[config.mk]
export PLATFORM = sky130hd
export DESIGN_NAME = emx_bus_master
export DESIGN_NICKNAME = d
export VERILOG_FILES = /design/src/rtl/emx_pkg.sv /design/src/rtl/emx_phase.sv /design/src/rtl/emx_cmd.sv /design/src/rtl/emx_data.sv /design/src/rtl/emx_bus_master.sv
export SDC_FILE = /design/constraint.sdc
export NUM_CORES = 1
export LEC_CHECK = 0
export ABC_AREA = 1
export CAP_MARGIN = 10
export CORE_ASPECT_RATIO = 1.2
export CORE_MARGIN = 4
export CORE_UTILIZATION = 37
export CTS_CLUSTER_SIZE = 30
export DETAILED_ROUTE_END_ITERATION = 8
export PLACE_DENSITY = 0.73
export SYNTH_ARGS = -nofsm -noshare
export SYNTH_HDL_FRONTEND = slang
export SYNTH_SLANG_ARGS = --single-unit
[constraint.sdc]
create_clock -name clk -period 0.95 [get_ports clk]
set_input_delay 0.19 -clock clk [delete_from_list [all_inputs] [get_ports clk]]
set_output_delay 0.19 -clock clk [all_outputs]
set_load 0.005 [all_outputs]
[src/rtl/emx_pkg.sv]
package emx_pkg;
  parameter int unsigned EMX_AW = 16;
  parameter int unsigned EMX_DW = 8;

  // Bus phase: the clock in which E is high or low.
  typedef enum logic {
    EPH_LOW  = 1'b0,
    EPH_HIGH = 1'b1
  } eph_t;
endpackage

[src/rtl/emx_phase.sv]
module emx_phase
  import emx_pkg::*;
(
  input  logic clk,
  input  logic rst_n,
  output eph_t ph,
  output logic cyc_start
);
  always_ff @(posedge clk or negedge rst_n) begin
    if (!rst_n) ph <= EPH_LOW;
    else        ph <= (ph == EPH_LOW) ? EPH_HIGH : EPH_LOW;
  end

  // The next edge raises E and opens a new bus cycle.
  assign cyc_start = (ph == EPH_LOW);

  // phase alternates on every clock.
  a_r1_phase_alt: assert property (@(posedge clk) disable iff (!rst_n)
    (ph == EPH_LOW) |=> (ph == EPH_HIGH));
  a_r1_phase_alt_b: assert property (@(posedge clk) disable iff (!rst_n)
    (ph == EPH_HIGH) |=> (ph == EPH_LOW));
endmodule

[src/rtl/emx_cmd.sv]
module emx_cmd #(
  parameter int unsigned AW = emx_pkg::EMX_AW
) (
  input  logic          clk,
  input  logic          rst_n,
  input  logic          cyc_start,
  input  logic          take,
  input  logic [AW-1:0] req_addr,
  input  logic          req_write,
  output logic [AW-1:0] bus_addr,
  output logic          bus_rnw,
  output logic          live
);
  always_ff @(posedge clk or negedge rst_n) begin
    if (!rst_n) begin
      bus_addr <= '0;
      bus_rnw  <= 1'b1;
      live     <= 1'b0;
    end else if (cyc_start) begin
      if (take) begin
        bus_addr <= req_addr;
        bus_rnw  <= ~req_write;
        live     <= 1'b1;
      end else begin
        bus_rnw  <= 1'b1;   // dummy read, address kept
        live     <= 1'b0;
      end
    end
  end

  // no address or direction change in mid-cycle.
  a_r3_hold_mid: assert property (@(posedge clk) disable iff (!rst_n)
    !cyc_start |=> ($stable(bus_addr) && $stable(bus_rnw)));
  // an idle cycle start keeps the address and reads.
  a_r9_dummy: assert property (@(posedge clk) disable iff (!rst_n)
    (cyc_start && !take) |=> ($stable(bus_addr) && bus_rnw && !live));
endmodule

[src/rtl/emx_data.sv]
module emx_data
  import emx_pkg::*;
#(
  parameter int unsigned DW = emx_pkg::EMX_DW
) (
  input  logic          clk,
  input  logic          rst_n,
  input  eph_t          ph,
  input  logic          take,
  input  logic [DW-1:0] req_wdata,
  input  logic          bus_rnw,
  input  logic          live,
  input  logic [DW-1:0] bus_din,
  output logic [DW-1:0] bus_dout,
  output logic          bus_doe,
  output logic          rsp_valid,
  output logic [DW-1:0] rsp_rdata
);
  logic [DW-1:0] wdat_q;
  logic          end_edge;   // next edge raises E and closes the cycle
  logic          fall_edge;  // next edge drops E

  assign end_edge  = (ph == EPH_LOW);
  assign fall_edge = (ph == EPH_HIGH);

  always_ff @(posedge clk or negedge rst_n) begin
    if (!rst_n) wdat_q <= '0;
    else if (take) wdat_q <= req_wdata;
  end

  // Drive side: changes only when E falls, so the enable covers the
  // E-low clock and the E-high clock that follows it.
  always_ff @(posedge clk or negedge rst_n) begin
    if (!rst_n) begin
      bus_doe  <= 1'b0;
      bus_dout <= '0;
    end else if (fall_edge) begin
      bus_doe <= ~bus_rnw;
      if (!bus_rnw) bus_dout <= wdat_q;
    end
  end

  // Capture side: sample at the rising E edge that ends the cycle.
  always_ff @(posedge clk or negedge rst_n) begin
    if (!rst_n) begin
      rsp_valid <= 1'b0;
      rsp_rdata <= '0;
    end else begin
      rsp_valid <= end_edge & live;
      if (end_edge && live && bus_rnw) rsp_rdata <= bus_din;
    end
  end

  // in the E-low clock the pad is driven only for a write.
  a_r6_doe_write_only: assert property (@(posedge clk) disable iff (!rst_n)
    (ph == EPH_LOW && bus_doe) |-> !bus_rnw);
  // in the E-high clock the enable is only the hold of the last cycle.
  a_r6_doe_hold: assert property (@(posedge clk) disable iff (!rst_n)
    (ph == EPH_HIGH && bus_doe) |-> $past(bus_doe));
  // write data stays put while the pad drives it.
  a_r6_dout_stable: assert property (@(posedge clk) disable iff (!rst_n)
    (ph == EPH_LOW && bus_doe) |=> $stable(bus_dout));
endmodule

[src/rtl/emx_bus_master.sv]
module emx_bus_master
  import emx_pkg::*;
#(
  parameter int unsigned ADDR_W = EMX_AW,
  parameter int unsigned DATA_W = EMX_DW
) (
  input  logic              clk,
  input  logic              rst_n,
  input  logic              req_valid,
  output logic              req_ready,
  input  logic [ADDR_W-1:0] req_addr,
  input  logic [DATA_W-1:0] req_wdata,
  input  logic              req_write,
  output logic              rsp_valid,
  output logic [DATA_W-1:0] rsp_rdata,
  output logic [ADDR_W-1:0] bus_addr,
  output logic              bus_rnw,
  output logic              bus_e,
  output logic [DATA_W-1:0] bus_dout,
  output logic              bus_doe,
  input  logic [DATA_W-1:0] bus_din
);
  eph_t ph;
  logic cyc_start;
  logic take;
  logic live;

  emx_phase u_phase (
    .clk       (clk),
    .rst_n     (rst_n),
    .ph        (ph),
    .cyc_start (cyc_start)
  );

  assign bus_e     = (ph == EPH_HIGH);
  assign req_ready = cyc_start;
  assign take      = req_valid & req_ready;

  emx_cmd #(.AW(ADDR_W)) u_cmd (
    .clk       (clk),
    .rst_n     (rst_n),
    .cyc_start (cyc_start),
    .take      (take),
    .req_addr  (req_addr),
    .req_write (req_write),
    .bus_addr  (bus_addr),
    .bus_rnw   (bus_rnw),
    .live      (live)
  );

  emx_data #(.DW(DATA_W)) u_data (
    .clk       (clk),
    .rst_n     (rst_n),
    .ph        (ph),
    .take      (take),
    .req_wdata (req_wdata),
    .bus_rnw   (bus_rnw),
    .live      (live),
    .bus_din   (bus_din),
    .bus_dout  (bus_dout),
    .bus_doe   (bus_doe),
    .rsp_valid (rsp_valid),
    .rsp_rdata (rsp_rdata)
  );

  // E alternates.
  a_r1_e_alt: assert property (@(posedge clk) disable iff (!rst_n)
    bus_e |=> !bus_e);
  // a taken request owns the bus from the next E-high clock.
  a_r4_launch: assert property (@(posedge clk) disable iff (!rst_n)
    (req_valid && req_ready) |=>
      (bus_e && bus_addr == $past(req_addr) && bus_rnw == !$past(req_write)));
  // completion is reported in an E-high clock.
  a_r5_rsp_in_high: assert property (@(posedge clk) disable iff (!rst_n)
    rsp_valid |-> bus_e);
  // completions are single-clock pulses.
  a_r7_rsp_pulse: assert property (@(posedge clk) disable iff (!rst_n)
    rsp_valid |=> !rsp_valid);
endmodule

* After elaboration in Yosys (flattened, before gate mapping)
Index checks and enable logic that the tools add are counted.
Widths: inputs -> output; s select.
** Cells by class
- Mux-type cells :: 3
- Bitwise gates (word level) :: 5
- Reductions and logical operators :: 4
** Operator list (number)
- $reduce_and 2->1 :: 2
- $mux 1 :: 3
- $not 1->1 :: 3
- $and 1x1->1 :: 2
- $logic_and 1x1->1 :: 2
** Word-level totals
- Register bits :: 45
- Bits of input ports :: 36

* Depth between registers and ports, before layout
- Depth after elaboration :: 3
- Mapped depth :: 5

* Hierarchy
A second synthesis with hierarchy kept.
** Unflattened totals
- Cell total of the unflattened synthesis :: 185
- Area, all modules :: 1849.3 um2
** By module, submodules not included
- emx_data :: instances 1, cells each 102, area each 1051.0 um2, seq. area each 650.6 um2
- emx_cmd :: instances 1, cells each 79, area each 762.0 um2, seq. area each 451.7 um2
- emx_phase :: instances 1, cells each 2, area each 28.8 um2, seq. area each 25.0 um2
- emx_bus_master :: instances 1, cells each 2, area each 7.5 um2, seq. area each 0.0 um2

* Worst setup path after synthesis
Ideal clock, no wire load.
- Kind :: register to register
- Start :: reg u_cmd.bus_rnw
- End :: reg u_data.bus_doe
- Data arrival time :: 0.922 ns
- Data required time :: 0.826 ns
- Setup slack :: -0.096 ns
- Stages on the path, launching flop included :: 5
- Period minus slack after synthesis :: 1.046 ns
- Path through :: dfstp_2 buf_4 inv_2 nand2_2 nand2_1
** On the way
- Longest elaborated chain between the ends :: 1
** RTL lines
- start, declared :: line emx_cmd.sv:11 : output logic bus_rnw,
- start signal, assigned :: line emx_cmd.sv:22 : bus_rnw <= ~req_write;
- $not 1->1 :: line emx_data.sv:38 : bus_doe <= ~bus_rnw;
- end signal, assigned :: line emx_data.sv:38
- end, declared :: line emx_data.sv:15 : output logic bus_doe,
No other way between the ends.
A chain may end at the register's enable or synchronous reset.

* Final worst setup path
- Start :: reg u_cmd.bus_rnw
- End :: out bus_rnw
** RTL lines
- end, declared :: line emx_bus_master.sv:17 : output logic bus_rnw,
No word-level cell between the ends.

==> results.yml <==
run_status:
  status: "complete, but fails checks"
  violations: "negative setup slack"
flow_run:
  cap_viol_max_count: 0
synthesis:
  syn_avg_cell_area_um2: 9.43
  ys_ff_latch: 45
  ys_types: 15
  synth.net_count: 226
  synth_area_um2: 1790
  synth-seq-area-share: 0.629
  ys_warn_count: 0
  syn_inst: 190
routing:
  postRouteAntennaNets: 0
  routed_via_density: 4.65
  dr_wl_met3_um: 309
  wl_met1_um: 1970
  drtIter0Drc: 61
  dr.pass1.iters: 4
  wl_um: 5280
  vias: 1744
  maxUsedRoutingLayer: "met4"
  post_drt_wl_per_cell_um: 14.1
  drc: 0
  wl_met2_um: 2900
cts:
  tritoncts: "built"
  cts_sinks: 45
  clk_latency_ps: 300
  clk_pin_slew_ps: 80
  root_buffer: "clkbuf_8"
  clockBufferDepth: 2
  cts_made_buffers: 5
  cts.htree.levels: 2
timing:
  fmaxAchievable_ghz: 0.871
  layout_min_cycle_time_ps: 1150
  slew_viol_final: 0
  rsz0062_at_grt: "yes"
  min_period_over_period: 1.21
  setup_violations: 80
  relSlewSlack: 0.677
  worst_slew_pin_slew_ps: 484
  hold_viol_final: 0
  skew_ps: 5.57
  finalWorstSetupSlack_ps: -198
placement:
  gp_congestion: 0.762
  hpwl_um: 3230
  dpl_cell_area_um2: 2690
  portBuffers: 72
pwr:
  ir_worst_vdd_mv: 1.24
  comb_power_share: 0.197
  p_leak_uw: 0.00160
  clock_power_share: 0.346
  p_sw_frac: 0.232
  switching_power_uw: 1130
  total_power_uw: 4860
  p_int_uw: 3730
  seqPwrFrac: 0.456
  p_per_area_nw_per_um2: 1540
grt:
  first_global_vias: 1646
  grt.total_usage: 0.168
  grt_overflow: 0
  antenna_found_initial: 0
  grt_max_degree: 22
  grt_pass1_wl_um: 7980
setup_path:
  worstPathMaxFanout: 2
  crit_slowest_cell: "dfstp_2"
  required_ps: 760
  critPathCaptureType: "output pin"
  slowest_delay_ps: 550
  crit_family: "flip-flops"
  worstPathCellList: "buf_2"
  startpoint_type: "flop"
  worst-path-buf-inv: 1
  crit_type: "flop to output pin"
  cp.arrival_ps: 960
floorplan:
  placementRows: 27
  start_util: 0.387
  pin_count: 73
  die_area_um2: 6020
  core_area_um2: 4630
  die_y_um: 84.2
  die_w_um: 71.5
cells_and_area:
  antenna_cells: 0
  fin_area_um2: 3160
  drive_gt1_frac: 0.464
  area_delta_synth_final_pct: 76.2
  fin_nets: 352
worst_hold_path:
  hp-class: "input port to async pin"
-- worst paths after layout --
kind	from	to	slack (ps)	depth (start not counted)
worst max-delay path	u_cmd.bus_rnw$_DFFE_PN1N_	bus_rnw	-200	1
worst min-delay path	rst_n	u_data.wdat_q[0]$_DFFE_PN0P_	270	2
worst max register to register	u_phase.ph$_DFF_PN0_	u_data.rsp_rdata[2]$_DFFE_PN0P_	-160	5
worst min register to register	u_data.rsp_rdata[4]$_DFFE_PN0P_	u_data.rsp_rdata[4]$_DFFE_PN0P_	480	2
max in group asynchronous	rst_n	u_cmd.bus_addr[10]$_DFFE_PN0P_	260	3
min in group clk	req_addr[1]	u_cmd.bus_addr[1]$_DFFE_PN0P_	450	3
-- synth_stat cells, drive strengths merged --
| cell | instances | share of area |
|---|---|---|
| inv | 4 | 0.0084 |
| o21ai | 1 | 0.0028 |
| buf | 12 | 0.048 |
| dfstp | 1 | 0.015 |
| dfrtp | 44 | 0.61 |
| nand4 | 8 | 0.028 |
| nand2 | 85 | 0.18 |
| nor2 | 1 | 0.0021 |
| nand3 | 34 | 0.098 |
-- per-layer routing --
metal | GRT usage | vias up
li1 | - | 871
met1 | 0.204 | 820
met2 | 0.283 | 45
met3 | 0.0479 | 8
met4 | 0.0581 | 0
met5 | 0 | -
-- flip-flops by register name, summed over array words and instances, names as in the netlist --
| name | flops |
|---|---|
| u_cmd.bus_addr | 16 |
| u_cmd.bus_rnw | 1 |
| u_cmd.live | 1 |
| u_data.bus_doe | 1 |
| u_data.bus_dout | 8 |
| u_data.rsp_rdata | 8 |
| u_data.rsp_valid | 1 |
| u_data.wdat_q | 8 |
| u_phase.ph | 1 |
-- area by class of cell --
| type | instances | area [um^2] |
|---|---|---|
| Timing Repair Buffer | 127 | 1030 |
| Multi-Input combinational cell | 133 | 773 |
| Clock buffer | 5 | 68.8 |
| Inverter | 4 | 22.5 |
| Clock inverter | 3 | 65.1 |
| Sequential cell | 45 | 1130 |
| Fill cell | 353 | 1470 |
| Tap cell | 58 | 72.6 |
-- through the flow --
step,std cells,worst slack (ps),hold WS [ps],utilization,setup TNS (ps)
floorplan,190,-23.6,-106,-,-333
global placement,330,-269,45.7,0.580,-11850
detailed placement,330,-323,54.8,0.580,-13300
CTS,357,-198,277,0.638,-7430
global route,375,-244,300,0.682,-10180
finish,375,-198,274,0.682,-6350
-- placed cells by master (no fill, tap or decap), drive strengths merged --
cell | netlist | routed
clkdlybuf4s50 | 0 | 33
dlygate4sd3 | 0 | 1
nand3 | 34 | 34
clkbuf | 0 | 5
dfstp | 1 | 1
bufinv | 0 | 2
nand4 | 8 | 8
nand2 | 85 | 89
clkdlybuf4s15 | 0 | 1
buf | 12 | 91
clkinv | 0 | 1
nor2 | 1 | 1
inv | 4 | 4
dfrtp | 44 | 44
bufbuf | 0 | 1
o21ai | 1 | 1
-- cells by family after synthesis --
| group | count (synthesis) | synth area share |
|---|---|---|
| buffers and inverters | 16 | 0.0566 |
| DFF | 45 | 0.629 |
| and+or+nand+nor | 128 | 0.311 |
| AOI/OAI and AO/OA | 1 | 0.00279 |
-- repair_timing --
action	4_1_cts	5_1_grt
hold buffers	1	0
setup endpoints to repair	80	80
gates cloned	4	1
setup buffers	15	17
hold endpoints to repair	34	0
resized for setup	185	19
pin swaps	1	2
-- power by group through the flow --
stage	clock network [uW]	registers [uW]	logic, uW
CTS	1700	2210	807
global placement	0	2240	820
finish	1680	2220	958
floorplan	0	2250	186
detailed placement	0	2250	834
global route	1780	2240	1050
No activity file was read; power rests on OpenSTA's default activity.
